--- config.mk ---
export PLATFORM = sky130hd
export DESIGN_NAME = mbox_port
export DESIGN_NICKNAME = d
export VERILOG_FILES = /design/src/rtl/mbox_pkg.sv /design/src/rtl/mbox_dir.sv /design/src/rtl/mbox_irq.sv /design/src/rtl/mbox_rdmux.sv /design/src/rtl/mbox_port.sv
export SDC_FILE = /design/constraint.sdc
export NUM_CORES = 1
export LEC_CHECK = 0
export ABC_AREA = 1
export BUFFER_PORTS_ARGS = -buffer_cell sky130_fd_sc_hd__buf_2
export CELL_PAD_IN_SITES_DETAIL_PLACEMENT = 1
export CELL_PAD_IN_SITES_GLOBAL_PLACEMENT = 1
export CORE_MARGIN = 3
export CORE_UTILIZATION = 41
export DETAILED_ROUTE_END_ITERATION = 7
export MAX_ROUTING_LAYER = met4
export PLACE_DENSITY_LB_ADDON = 0.1
export SLEW_MARGIN = 20
export SYNTH_ARGS = -nofsm -noshare
export SYNTH_HDL_FRONTEND = slang
export SYNTH_SLANG_ARGS = --single-unit
--- constraint.sdc ---
create_clock -name clk -period 3.2 [get_ports clk]
set_input_delay 0.64 -clock clk [delete_from_list [all_inputs] [get_ports clk]]
set_output_delay 0.64 -clock clk [all_outputs]
set_load 0.05 [all_outputs]
--- src/rtl/mbox_pkg.sv ---
`timescale 1ns/1ps
package mbox_pkg;
   // Status word bit positions for a mailbox with nreg data registers per side
   function automatic int fwd_full_pos(int i);
      return i;
   endfunction
   function automatic int slv_pend_pos(int nreg);
      return nreg;
   endfunction
   function automatic int rev_full_pos(int nreg, int i);
      return nreg + 1 + i;
   endfunction
   function automatic int mst_pend_pos(int nreg);
      return 2 * nreg + 1;
   endfunction
   function automatic int stat_bits(int nreg);
      return 2 * nreg + 2;
   endfunction
endpackage

--- src/rtl/mbox_dir.sv ---
`timescale 1ns/1ps
module mbox_dir #(
   parameter int DATA_W = 8,
   parameter int NREG   = 3,
   parameter int IDX_W  = 2
) (
   input  logic                          clk,
   input  logic                          rst_n,
   input  logic                          wr_en,
   input  logic [IDX_W-1:0]              wr_idx,
   input  logic [DATA_W-1:0]             wr_data,
   input  logic                          rd_en,
   input  logic [IDX_W-1:0]              rd_idx,
   output logic [NREG-1:0][DATA_W-1:0]   regs,
   output logic [NREG-1:0]               full
);
   for (genvar i = 0; i < NREG; i++) begin : g_slot
      logic hit_w, hit_r;
      assign hit_w = wr_en && (wr_idx == IDX_W'(i));
      assign hit_r = rd_en && (rd_idx == IDX_W'(i));

      always_ff @(posedge clk) begin
         if (!rst_n) begin
            regs[i] <= '0;
            full[i] <= 1'b0;
         end else if (hit_w) begin
            regs[i] <= wr_data;
            full[i] <= 1'b1;
         end else if (hit_r) begin
            full[i] <= 1'b0;
         end
      end


      full_set_chk: assert property (@(posedge clk) disable iff (!rst_n)
         (wr_en && wr_idx == IDX_W'(i)) |=> full[i]);

      full_clr_chk: assert property (@(posedge clk) disable iff (!rst_n)
         (rd_en && rd_idx == IDX_W'(i) && !(wr_en && wr_idx == IDX_W'(i))) |=> !full[i]);

      data_hold_chk: assert property (@(posedge clk) disable iff (!rst_n)
         !(wr_en && wr_idx == IDX_W'(i)) |=> $stable(regs[i]));
   end
endmodule

--- src/rtl/mbox_irq.sv ---
`timescale 1ns/1ps
module mbox_irq (
   input  logic clk,
   input  logic rst_n,
   input  logic set,
   input  logic clr,
   output logic pend
);
   always_ff @(posedge clk) begin
      if (!rst_n)   pend <= 1'b0;
      else if (set) pend <= 1'b1;
      else if (clr) pend <= 1'b0;
   end


   pend_set_chk: assert property (@(posedge clk) disable iff (!rst_n)
      set |=> pend);

   pend_clr_chk: assert property (@(posedge clk) disable iff (!rst_n)
      (clr && !set) |=> !pend);
endmodule

--- src/rtl/mbox_rdmux.sv ---
`timescale 1ns/1ps
module mbox_rdmux #(
   parameter int DATA_W = 8,
   parameter int NREG   = 3,
   parameter int IDX_W  = 2,
   parameter bit RD_REG = 1'b0
) (
   input  logic                        clk,
   input  logic                        rst_n,
   input  logic [NREG-1:0][DATA_W-1:0] regs,
   input  logic [DATA_W-1:0]           status,
   input  logic [IDX_W-1:0]            idx,
   output logic [DATA_W-1:0]           rdata
);
   logic [DATA_W-1:0] sel;

   always_comb begin
      sel = status;
      for (int i = 0; i < NREG; i++) begin
         if (idx == IDX_W'(i)) sel = regs[i];
      end
   end

   if (RD_REG) begin : g_flop
      always_ff @(posedge clk) begin
         if (!rst_n) rdata <= '0;
         else        rdata <= sel;
      end
   end else begin : g_comb
      assign rdata = sel;
   end
endmodule

--- src/rtl/mbox_port.sv ---
`timescale 1ns/1ps
module mbox_port #(
   parameter int DATA_W = 8,
   parameter int ADDR_W = 2,
   parameter bit RD_REG = 1'b0
) (
   input  logic              clk,
   input  logic              rst_n,
   input  logic              m_cs,
   input  logic              m_wr,
   input  logic              m_rd,
   input  logic [ADDR_W-1:0] m_addr,
   input  logic [DATA_W-1:0] m_wdata,
   output logic [DATA_W-1:0] m_rdata,
   output logic              m_irq,
   input  logic              s_wr,
   input  logic              s_rd,
   input  logic [ADDR_W-1:0] s_addr,
   input  logic [DATA_W-1:0] s_wdata,
   output logic [DATA_W-1:0] s_rdata,
   input  logic              s_irq_en,
   output logic              s_irq,
   output logic              s_doorbell
);
   import mbox_pkg::*;

   localparam int NREG = (1 << ADDR_W) - 1;
   localparam logic [ADDR_W-1:0] STAT_IDX = ADDR_W'(NREG);

   if (ADDR_W < 1) begin : g_bad_addr
      $error("mbox_port: ADDR_W must be at least 1");
   end
   if (DATA_W < stat_bits(NREG)) begin : g_bad_data
      $error("mbox_port: DATA_W too narrow for the status word");
   end

   logic m_wen, m_ren, s_wen, s_ren, m_stat_wr;
   assign m_wen     = m_cs && m_wr && (m_addr != STAT_IDX);
   assign m_ren     = m_cs && m_rd && (m_addr != STAT_IDX);
   assign s_wen     = s_wr && (s_addr != STAT_IDX);
   assign s_ren     = s_rd && (s_addr != STAT_IDX);
   assign m_stat_wr = m_cs && m_wr && (m_addr == STAT_IDX);

   logic [NREG-1:0][DATA_W-1:0] fwd_regs, rev_regs;
   logic [NREG-1:0]             fwd_full, rev_full;
   logic                        s_pend, m_pend;
   logic [DATA_W-1:0]           status;

   // master-to-slave direction
   mbox_dir #(.DATA_W(DATA_W), .NREG(NREG), .IDX_W(ADDR_W)) u_fwd (
      .clk(clk), .rst_n(rst_n),
      .wr_en(m_wen), .wr_idx(m_addr), .wr_data(m_wdata),
      .rd_en(s_ren), .rd_idx(s_addr),
      .regs(fwd_regs), .full(fwd_full));

   // slave-to-master direction
   mbox_dir #(.DATA_W(DATA_W), .NREG(NREG), .IDX_W(ADDR_W)) u_rev (
      .clk(clk), .rst_n(rst_n),
      .wr_en(s_wen), .wr_idx(s_addr), .wr_data(s_wdata),
      .rd_en(m_ren), .rd_idx(m_addr),
      .regs(rev_regs), .full(rev_full));

   mbox_irq u_slv_irq (
      .clk(clk), .rst_n(rst_n),
      .set(m_wen && m_addr == '0),
      .clr(s_ren && s_addr == '0),
      .pend(s_pend));

   mbox_irq u_mst_irq (
      .clk(clk), .rst_n(rst_n),
      .set(s_wen && s_addr == '0),
      .clr(m_ren && m_addr == '0),
      .pend(m_pend));

   always_comb begin
      status = '0;
      for (int i = 0; i < NREG; i++) begin
         status[fwd_full_pos(i)]       = fwd_full[i];
         status[rev_full_pos(NREG, i)] = rev_full[i];
      end
      status[slv_pend_pos(NREG)] = s_pend;
      status[mst_pend_pos(NREG)] = m_pend;
   end

   mbox_rdmux #(.DATA_W(DATA_W), .NREG(NREG), .IDX_W(ADDR_W), .RD_REG(RD_REG)) u_mrd (
      .clk(clk), .rst_n(rst_n), .regs(rev_regs), .status(status),
      .idx(m_addr), .rdata(m_rdata));

   mbox_rdmux #(.DATA_W(DATA_W), .NREG(NREG), .IDX_W(ADDR_W), .RD_REG(RD_REG)) u_srd (
      .clk(clk), .rst_n(rst_n), .regs(fwd_regs), .status(status),
      .idx(s_addr), .rdata(s_rdata));

   always_ff @(posedge clk) begin
      if (!rst_n) s_doorbell <= 1'b0;
      else        s_doorbell <= m_stat_wr;
   end

   assign m_irq = m_pend;
   assign s_irq = s_pend && s_irq_en;


   stat_wr_keeps_data_chk: assert property (@(posedge clk) disable iff (!rst_n)
      m_stat_wr |=> $stable(fwd_regs));

   no_cs_no_write_chk: assert property (@(posedge clk) disable iff (!rst_n)
      !m_cs |=> $stable(fwd_regs));

   no_cs_no_read_chk: assert property (@(posedge clk) disable iff (!rst_n)
      (!m_cs && !s_wr) |=> $stable(rev_full));

   slv_irq_gate_chk: assert property (@(posedge clk) disable iff (!rst_n)
      !s_irq_en |-> !s_irq);
endmodule

# Yosys cells after proc, flatten, opt, wreduce, memory -nomap -nowiden

Cells that the tools add are included.
Widths: inputs -> output; s select.

Eq/ne operators: 7
Muxes and demuxes: 18
Reductions and logical operators: 28

Operator list:

| operator           | number |
|---|---|
| $mux 8             | 6 |
| $logic_and 1x1->1  | 20 |
| $mux 1             | 12 |
| $reduce_bool 2->1  | 6 |
| $eq 2x2->1 const B | 3 |
| $eq 2x1->1 const B | 2 |
| $logic_not 2->1    | 2 |
| $ne 2x2->1 const B | 2 |

Register bits: 55
Input port bits: 28
Output and inout bits: 19
Logic and storage cells: 66

# Logic depth before layout (Yosys ltp)

Gate-level depths: netlist (run 1).

Word-level depth: 5
Mapped depth: 8
Mapped depth without buffers: 6

# Hierarchy

From an unflattened synthesis (run 1), not the netlist that was laid out.

Cell total of the unflattened synthesis: 429
Area total of the unflattened synthesis: 3029.2 µm²

Modules (own cells, without submodules):

| module     | instances | cells each | area an instance (µm²) |
|---|---|---|---|
| mbox_dir   | 2         | 125        | 1084.8 |
| mbox_rdmux | 2         | 71         | 329.1 |
| mbox_port  | 1         | 25         | 113.9 |
| mbox_irq   | 2         | 6          | 43.8 |

# Worst setup path after synthesis (run 1)

Ideal clock, no wire load.

Path type: input -> output
Start: in m_addr[1]
End: out m_rdata[6]
Arrival: 1.847 ns
Path slack: 0.713 ns
Cell stages on the path: 7
Path through: buf_2 > inv_2 > buf_2 > nand3_1 > nand2_1 > nor2_1 > nor2_1

Longest elaborated chain between the ends: 4
Elaborated cells on any way between the ends: 6

Ends and longest elaborated chain:

| item                | line             | RTL |
|---|---|---|
| start, declared     | mbox_port.sv:12  | `input logic [ADDR_W-1:0] m_addr,` |
| $logic_not 2->1     | mbox_rdmux.sv:20 | `if (idx == IDX_W'(i)) sel = regs[i];` |
| $mux 8 (2 in a row) | mbox_rdmux.sv:20 |  |
| $mux 8 *            | mbox_rdmux.sv:20 |  |
| end, declared       | mbox_port.sv:14  | `output logic [DATA_W-1:0] m_rdata,` |

Mark *: on every way between the ends. The rest lies on a longest branch, timed or not.

# Worst setup path in the final report (run 1)

Start: in m_addr[0]
End: out m_rdata[3]

The elaborated chain is that of the path after synthesis.

==> metrics.md, run 1 <==
| Metric | Value |
|---|---|
| Req. time, crit path | 2560 ps |
| Endpoint type of the worst setup path | primary output |
| MaxCap Viol Count | 0 |
| Reg2reg end | u_fwd.full[0] |
| Post-route minimum period | 2580 ps |
| I/O Pins | 47 |
| Final #Nets | 475 |
| Relative slew margins | 51.8% |
| Drt drc | 0 |
| Layout area overhead | 14.0% |
| P per Cell Area | 468 nW/µm² |
| Fmax | 387 MHz |
| Resized Gates After CTS | 0 |
| HPWL Detailed | 5840 µm |
| DRT antenna net count | 0 |
| Status | completed |
| Syn Area/Cell | 6.38 µm² |
| Synth Cell Area | 2600 µm² |
| Period utilization | 80.7% |
| Hold Path Origin | u_rev.regs[20] |
| Number of fill cells | 856 |
| Hold WC Path Type | register to register |
| H-tree levels | 2 |
| Number of buffers and inverters on the critical path | 3 |
| Hold_buf cts | 0 |
| Die W | 85.6 µm |
| Syn_nets | 435 |
| Post-synth cell types | 18 |
| Worst-case reg-to-reg path depth | 2 |
| Row count | 28 |
| Clock transition at the registers of the reported paths | 100 ps |
| Root Buffer | clkbuf_8 |
| First-pass GRT wire length | 13100 µm |
| DR vias | 2635 |
| Cell count after synthesis | 407 |
| Largest net degree at the start of global routing | 34 |
| Synth warnings | 0 |
| Post-CTS setup buffer count | 0 |
| Top cells by area, synth | dfxtp_1, nand2_1, nor2_1 |
| Largest delay contributor family on the critical path | simple AND/OR/NAND/NOR gates |
| CP max stage delay | 520 ps |
| R2R Setup Slk | 2510 ps |
| Register area | 1100 µm² |
| Final setup fails | 0 |
| Top post-synthesis cells by count | nand2_1, nor2_1, dfxtp_1 |
| Critical path's slowest cell | nor2_1 |
| Area share of the largest cell type after synthesis | 42.4% |
| WHS Endpoint | u_rev.regs[20] |
| Clk buf depth | 2 |
| RSZ-0062 raised after global routing | no |
| Multi-input logic area | 1310 µm² |
| Initial antenna violation count | 0 |
| CP cell instances | buf_2 -> nor2_1 -> nand2_1 -> nand3_1 -> nand2_1 -> inv_1 -> buf_2 |
| Sinks on Clock Net | 55 |
| Placeable Area | 6030 µm² |
| Worst slew pin tran | 722 ps |
| Grt total ovfl | 0 |
| R2r startpoint | u_fwd.full[0] |
| Number of synthesized register bits | 55 |
| Crit path kind | input pin to primary output |
| CTS tree | built |
| Wirelength, routed | 7970 µm |
| Crit path max fanout | 14 |
| Crit path launch type | input pin |
| CP startpoint | m_addr[0] |
| Area leader, netlist | dfxtp_1 |
| Arr. time, crit path | 1940 ps |
| 1st-iter DRT viols | 218 |
| Worst hold stages | 2 |
| Cell with the most instances after synthesis | nand2_1 |
| Die H | 85.6 µm |
| Initial Util | 43.1% |
| Worst VDD drop | 212 µV |
| GP Congestion | 0.842 |
| EDFF count, synth | 0 |
| Input/output buffers | 46 |
| Leak Pwr | 1.38 nW |
| Worst hold slack | 463 ps |
| TritonCTS Buffers | 5 |
| Drt wl/cell | 15.2 µm |
| Final Max Tran Viols | 0 |
| Total track usage | 23.6% |
| Antenna diode count | 0 |
| Post-synth ARST share | 0% |
| DRT Pass-1 Iters | 4 |
| Ys flop type | dfxtp_1 |
| Post-Route Setup TNS | 0 ps |
| Worst clock skew | 0 ps |
| Final hold vios | 0 |
| Vias per cell | 5.04 |
| Number of global-route vias before repair | 2596 |
| Die ar. | 7320 µm² |
| Layout cell share with drive strength beyond 1 | 16.5% |
| Post-synthesis sequential area ratio | 42.4% |
| Worst skew pair latency | 320 ps |
-- through the flow --
step | cells | cell area, µm² | total power [W] | util [%] | setup WS (ps)
2_1_floorplan | 407 | 2600 | 0.000908 | - | 713
3_3_place_gp | 515 | 2870 | 0.000980 | 47.6 | 672
3_5_place_dp | 515 | 2870 | 0.000987 | 47.6 | 615
4_1_cts | 523 | 2960 | 0.00139 | 49.1 | 608
5_1_grt | 523 | 2960 | 0.00144 | 49.1 | 508
6_report | 523 | 2960 | 0.00138 | 49.1 | 616
-- logic make-up (layout without fill, tap and decap cells) --
kind of cell,Yosys count,after routing,synth area share [%]
flip-flops,55,55,42.4
AO/OA/AOI/OAI,38,38,7.33
buffers and inverters,44,85,6.99
AND/OR/NAND/NOR,270,270,43.3
-- metal layers --
| metal | share of wire (%) | track usage [%] |
|---|---|---|
| met3 | 4.8 | 2.40 |
| met1 | 53 | 35.6 |
| met2 | 42 | 33.6 |
| met5 | 0 | - |
| met4 | 0.93 | 5.76 |
-- flip-flops by register name (all words and copies together), names as in the netlist --
name and count:
u_rev.regs 24, u_fwd.full 3, u_rev.full 3, s_doorbell 1, u_fwd.regs 24
-- final cells by class --
type / instances / area share, %
sequential: 55 / 37.2
timing repair buffer: 49 / 8.54
clock buffer: 5 / 2.33
clock inverter: 3 / 0.803
tap: 75 / 3.17
multi-input combinational: 308 / 44.4
inverter: 28 / 3.55
-- worst min-delay path: stages (launching register included) --
cell and delay [ps]:
dfxtp_1 320, nand2_1 60, a21oi_1 50
-- power by group --
part / total (W) / leakage, nW / switching, W / internal [W]
clock network: 0.000413 / 0.0408 / 0.000256 / 0.000157
registers: 0.000725 / 0.448 / 0.0000155 / 0.000710
logic: 0.000245 / 0.887 / 0.000178 / 0.0000672
-- worst max-delay path by stage --
stage                            end  slack (ps)  depth (start not counted)
after floorplan           m_rdata[6]         710                          7
after global placement    m_rdata[1]         670                          7
after detailed placement  m_rdata[3]         620                          7
after CTS                 m_rdata[3]         610                          7
after global routing      m_rdata[1]         510                          7
final                     m_rdata[3]         620                          7
-- placed cells by master, fill, tap and decap left out --
cell type   synthesis  routed
dfxtp_1            55      55
nand3_1            44      44
nand2_1           125     125
buf_4               3       3
or2_1               4       4
o21ai_0            12      12
clkinvlp_4          0       2
nand2_2             2       2
inv_1              22      22
nor2_4              3       3
buf_2               4      46
clkbuf_8            0       5
or2_2               4       4
nor2_1             85      85
a21oi_1            26      26
nor2_2              2       2
inv_2               6       6
inv_6               0       1
nor4_1              1       1
Note: power is estimated with default switching activity, not from simulation.
==> run 2: changes to the inputs <==
--- a/config.mk
+++ b/config.mk
@@ -10,7 +10,7 @@
 export CELL_PAD_IN_SITES_DETAIL_PLACEMENT = 1
 export CELL_PAD_IN_SITES_GLOBAL_PLACEMENT = 1
 export CORE_MARGIN = 3
-export CORE_UTILIZATION = 41
+export CORE_UTILIZATION = 34
 export DETAILED_ROUTE_END_ITERATION = 7
 export MAX_ROUTING_LAYER = met4
 export PLACE_DENSITY_LB_ADDON = 0.1
==> constraint.sdc (replaced) <==
create_clock -name clk -period 2.34 [get_ports clk]
set_input_delay 0.468 -clock clk [delete_from_list [all_inputs] [get_ports clk]]
set_output_delay 0.468 -clock clk [all_outputs]
set_load 0.05 [all_outputs]
==> metrics.md, run 2 (synthesized netlist as in run 1, its figures left out) <==
| Metric | Value |
|---|---|
| HPWL Detailed | 6240 µm (+6.7%) |
| Root Buffer | clkbuf_8 |
| Crit path kind | input pin to primary output |
| Switching power | 0.000588 W (+31%) |
| Layout area overhead | 15.8% |
| Fmax | 475 MHz |
| Placeable Area | 7330 µm² (+22%) |
| Initial Util | 35.4% (-7.7 points) |
| Switching Fraction | 31.0% (-1.4 points) |
| First-pass GRT wire length | 13600 µm (+3.4%) |
| TritonCTS Buffers | 5 (unchanged) |
| Req. time, crit path | 1870 ps (-690 ps) |
| H-tree levels | 2 (unchanged) |
| Wirelength, routed | 8340 µm (+4.6%) |
| MaxCap Viol Count | 0 (unchanged) |
| Dpl ws | 235 ps (-380 ps) |
| Most common cell after layout, fill and taps aside | nand2_1 |
| Worst clock skew | 0 ps (unchanged) |
| Clock transition at the registers of the reported paths | 100 ps (about the same) |
| Input/output buffers | 46 (unchanged) |
| DR vias | 2618 (-0.65%) |
| Final Max Tran Viols | 0 (unchanged) |
| DRT Pass-1 Iters | 4 (unchanged) |
| Number of global-route vias before repair | 2530 (-2.5%) |
| Die H | 93.4 µm (+9.1%) |
| Post-Route Setup TNS | 0 ps (unchanged) |
| Antenna diode count | 0 (unchanged) |
| Multi-input logic area | 1310 µm² (unchanged) |
| Combinational cell fraction of total power | 17.9% (+0.2 points) |
| Relative slew margins | 68.4% (+17 points) |
| Flop pwr share | 52.3% (about the same) |
| Total track usage | 20.6% (-3.0 points) |
| DRT antenna net count | 0 (unchanged) |
| Clk pwr share | 29.7% (about the same) |
| Die W | 93.4 µm (+9.1%) |
| Post-CTS setup buffer count | 0 (unchanged) |
| Hold_buf cts | 0 (unchanged) |
| Register area | 1100 µm² (unchanged) |
| Vias per cell | 4.77 (-5.4%) |
| Top Registers | u_fwd.regs (24), u_rev.regs (24) |
| Post-Layout Inst Area | 3010 µm² (+1.6%) |
| Leak Pwr | 1.39 nW (+1.3%) |
| Worst slew pin tran | 469 ps (-253 ps) |
| 1st-iter DRT viols | 185 (-15%) |
| Row count | 31 (+11%) |
| Final hold vios | 0 (unchanged) |
| Crit path launch type | input pin |
| I/O Pins | 47 (unchanged) |
| Worst VDD drop | 263 µV (+24%) |
| Number of fill cells | 979 (+14%) |
| Drt wl/cell | 15.2 µm (-0.34%) |
| Endpoint type of the worst setup path | primary output |
| R2r startpoint | u_rev.full[0] |
| Arr. time, crit path | 1640 ps (-300 ps) |
| Commonest non-fill, non-tap cells in the layout | nand2_1, nor2_1, dfxtp_1 |
| Hold WC Path Type | input pin to register |
| RSZ-0062 raised after global routing | no |
| Layout cell share with drive strength beyond 1 | 16.7% (+0.15 points) |
| Resized Gates After CTS | 0 (unchanged) |
| Largest net degree at the start of global routing | 33 (-2.9%) |
| P per Cell Area | 631 nW/µm² (+35%) |
| Final setup fails | 0 (unchanged) |
| Post-route worst setup slack | 235 ps (-381 ps) |
| CTS tree | built |
| Die ar. | 8720 µm² (+19%) |
| Status | completed |
| Period utilization | 90.0% |
| Worst skew pair latency | 310 ps (about the same) |
| Int Pwr | 0.00131 W (+40%) |
| Initial antenna violation count | 0 (unchanged) |
| Clk buf depth | 2 (unchanged) |
| Placed cell areas | 2910 µm² (+1.6%) |
| Drt drc | 0 (unchanged) |
| Final #Nets | 477 (+0.42%) |
| Grt total ovfl | 0 (unchanged) |
| Crit path max fanout | 14 (unchanged) |
| GP Congestion | 0.842 (about the same) |
| Post-route minimum period | 2100 ps |
| Hold Path Origin | s_wdata[3] |
| Sinks on Clock Net | 55 (unchanged) |
| CP startpoint | m_addr[0] |
## run 2: layout make-up
cell class                      count  area share (%)
Clock buffer                        7            2.87
Clock inverter                      1           0.291
Inverter                           28            3.50
Multi-Input combinational cell    308            43.7
Sequential cell                    55            36.6
Tap cell                           99            4.12
Timing Repair Buffer               51            8.91
## run 2: metrics by stage
| stage | cells | hold slack, ps | util [%] | power, W |
|---|---|---|---|---|
| 2_1_floorplan | 407 | 436 | - | 0.00124 |
| 3_3_place_gp | 541 | 443 | 39.7 | 0.00135 |
| 3_5_place_dp | 541 | 453 | 39.7 | 0.00136 |
| 4_1_cts | 549 | 426 | 41.0 | 0.00192 |
| 5_1_grt | 549 | 444 | 41.0 | 0.00199 |
| 6_report | 549 | 435 | 41.0 | 0.00190 |
## run 2: power groups by stage
| stage | Sequential (W) | Clock, W | Combinational (W) |
|---|---|---|---|
| 3_3_place_gp | 0.00101 | 0 | 0.000336 |
| 3_5_place_dp | 0.00101 | 0 | 0.000342 |
| 2_1_floorplan | 0.00101 | 0 | 0.000232 |
| 5_1_grt | 0.000996 | 0.000616 | 0.000379 |
| 4_1_cts | 0.000992 | 0.000580 | 0.000343 |
| 6_report | 0.000992 | 0.000564 | 0.000340 |
## run 2: metal layers
metal / share of wire [%] / global-route usage, %
met5: 0 / -
met4: 0.64 / 3.30
met3: 4.5 / 3.06
met2: 40 / 26.8
met1: 55 / 33.3
## run 2: worst paths after layout
path	endpoint	slack [ps]	cells after the start
worst max register to register	u_rev.full[0]	1640	2
worst max-delay path	m_rdata[0]	240	7
worst min register to register	u_rev.regs[13]	470	2
worst min-delay path	u_rev.regs[19]	440	3
## run 2: critical path, cell delays in order
cell and delay [ps]:
buf_2 190, inv_2 160, nand2_2 180, or2_2 320
nand2_1 80, inv_1 40, buf_2 200
==> run 3: changes to the inputs <==
--- a/config.mk
+++ b/config.mk
@@ -6,12 +6,12 @@
 export NUM_CORES = 1
 export LEC_CHECK = 0
 export ABC_AREA = 1
-export BUFFER_PORTS_ARGS = -buffer_cell sky130_fd_sc_hd__buf_2
 export CELL_PAD_IN_SITES_DETAIL_PLACEMENT = 1
 export CELL_PAD_IN_SITES_GLOBAL_PLACEMENT = 1
 export CORE_MARGIN = 3
-export CORE_UTILIZATION = 34
+export CORE_UTILIZATION = 39
 export DETAILED_ROUTE_END_ITERATION = 7
+export DONT_BUFFER_PORTS = 1
 export MAX_ROUTING_LAYER = met4
 export PLACE_DENSITY_LB_ADDON = 0.1
 export SLEW_MARGIN = 20
==> metrics.md, run 3 (synthesized netlist as in run 1, its figures left out) <==
| Metric | Value |
|---|---|
| Switching Fraction | 27.4% (-3.6 points) |
| Initial antenna violation count | 0 (unchanged) |
| Grt total ovfl | 0 (unchanged) |
| Root Buffer | clkbuf_8 |
| Largest delay contributor family on the critical path | flip-flops |
| RSZ-0062 raised after global routing | no |
| Power, Total | 0.00203 W (+6.9%) |
| Final #Nets | 437 (-8.4%) |
| Hold_buf cts | 0 (unchanged) |
| Crit path max fanout | 4 (-10) |
| Period utilization | 81.5% (-8.4 points) |
| Most common cell after layout, fill and taps aside | nand2_1 |
| Number of buffers and inverters on the critical path | 1 (-3) |
| Layout area overhead | 9.20% |
| Post-route minimum period | 1910 ps (-197 ps) |
| Worst VDD drop | 302 µV (+15%) |
| I/O Pins | 47 (unchanged) |
| Combinational cell fraction of total power | 13.5% (-4.4 points) |
| Drt wl/cell | 15.4 µm (+1.5%) |
| Antenna diode count | 0 (unchanged) |
| Flop pwr share | 48.9% (-3.4 points) |
| Placed cells | 479 (-11%) |
| Final hold vios | 0 (unchanged) |
| Total track usage | 21.4% (+0.86 points) |
| Clock transition at the registers of the reported paths | 110 ps (about the same) |
| Post-CTS setup buffer count | 0 (unchanged) |
| Endpoint type of the worst setup path | primary output |
| CTS tree | built |
| MaxCap Viol Count | 0 (unchanged) |
| Die H | 87.6 µm (-6.2%) |
| Sinks on Clock Net | 55 (unchanged) |
| Req. time, crit path | 1870 ps (about the same) |
| TritonCTS Buffers | 5 (unchanged) |
| Critical path depth | 4 (-3) |
| Post-Route Setup TNS | 0 ps (unchanged) |
| Row count | 29 (-6.5%) |
| Non-filler cells, final | 487 (-11%) |
| Number of fill cells | 876 (-11%) |
| Int Pwr | 0.00147 W (+13%) |
| Clk pwr share | 37.6% (+7.9 points) |
| HPWL Detailed | 5340 µm (-14%) |
| Input/output buffers | 0 (-100%) |
| Placeable Area | 6390 µm² (-13%) |
| Switching power | 0.000555 W (-5.6%) |
| Worst skew pair latency | 310 ps (about the same) |
| Status | completed |
| Commonest non-fill, non-tap cells in the layout | nand2_1, nor2_1, dfxtp_1 |
| Final Max Tran Viols | 0 (unchanged) |
| Worst slew pin tran | 753 ps (+283 ps) |
| Relative slew margins | 49.8% (-19 points) |
| Vias per cell | 5.15 (+7.9%) |
| Arr. time, crit path | 1440 ps (-200 ps) |
| Largest net degree at the start of global routing | 34 (+3.0%) |
| Resized Gates After CTS | 0 (unchanged) |
| Final setup fails | 0 (unchanged) |
| DRT Pass-1 Iters | 4 (unchanged) |
| Initial Util | 40.7% (+5.2 points) |
| Number of global-route vias before repair | 2429 (-4.0%) |
| Worst-case reg-to-reg path depth | 2 (unchanged) |
| Fmax | 524 MHz (+10%) |
| Multi-input logic area | 1310 µm² (unchanged) |
| Hold WC Path Type | input pin to register |
| Placed cell areas | 2700 µm² (-7.3%) |
| CP cell instances | o21ai_0 -> nand3_1 -> nand2_1 -> inv_1 |
| Die ar. | 7670 µm² (-12%) |
| Drt drc | 0 (unchanged) |
| GP Congestion | 0.868 (+3.1%) |
| Critical path's slowest cell | dfxtp_1 |
| Post-Layout Inst Area | 2840 µm² (-5.7%) |
| Worst hold slack | 270 ps (-165 ps) |
| DR vias | 2506 (-4.3%) |
| Leak Pwr | 1.24 nW (-11%) |
| Worst hold stages | 2 (-1) |
| Crit path kind | register to primary output |
| Wirelength, routed | 7510 µm (-10%) |
| Clk buf depth | 2 (unchanged) |
| Crit path launch type | register |
| Register area | 1100 µm² (unchanged) |
| First-pass GRT wire length | 12200 µm (-9.9%) |
| DRT antenna net count | 0 (unchanged) |
| H-tree levels | 2 (unchanged) |
| P per Cell Area | 715 nW/µm² (+13%) |
| Die W | 87.6 µm (-6.2%) |
| CP max stage delay | 440 ps (+120 ps) |
| Worst clock skew | 0 ps (unchanged) |
| 1st-iter DRT viols | 94 (-49%) |
| Top Registers | u_fwd.regs (24), u_rev.regs (24) |
| Layout cell share with drive strength beyond 1 | 8.78% (-7.9 points) |
## run 3: final timing paths
kind / to / start / slack [ps]
worst min register to register: u_rev.regs[16] / u_rev.regs[16] / 460
worst max register to register: u_rev.full[0] / u_rev.full[0] / 1640
worst max-delay path: m_rdata[7] / u_rev.full[0] / 430
worst min-delay path: u_fwd.regs[17] / rst_n / 270
## run 3: layout make-up
cell class,instances,share of cell area (%)
Multi-Input combinational cell,308,46.3
Clock inverter,3,2.38
Tap cell,77,3.40
Clock buffer,5,2.43
Sequential cell,55,38.8
Inverter,28,3.71
Timing Repair Buffer,11,2.91
## run 3: metrics by stage
step,utilization (%),worst slack (ps)
6_report,44.4,432
5_1_grt,44.4,307
4_1_cts,44.4,399
3_5_place_dp,42.3,512
3_3_place_gp,42.3,518
2_1_floorplan,-,197
## run 3: routing by layer
| metal | vias up | global-route usage [%] | wire, µm |
|---|---|---|---|
| li1 | 1269 | - | - |
| met1 | 1175 | 25.3 | 3420 |
| met2 | 50 | 36.4 | 3610 |
| met3 | 12 | 4.23 | 326 |
| met4 | 0 | 6.97 | 159 |
| met5 | - | - | 0 |
## run 3: power by group through the flow
stage          sequential, W  clock, W  combinational (W)
2_1_floorplan        0.00101         0           0.000232
3_5_place_dp         0.00101         0           0.000277
5_1_grt             0.000996  0.000819           0.000306
6_report            0.000992  0.000761           0.000274
3_3_place_gp         0.00101         0           0.000272
4_1_cts             0.000993  0.000789           0.000278
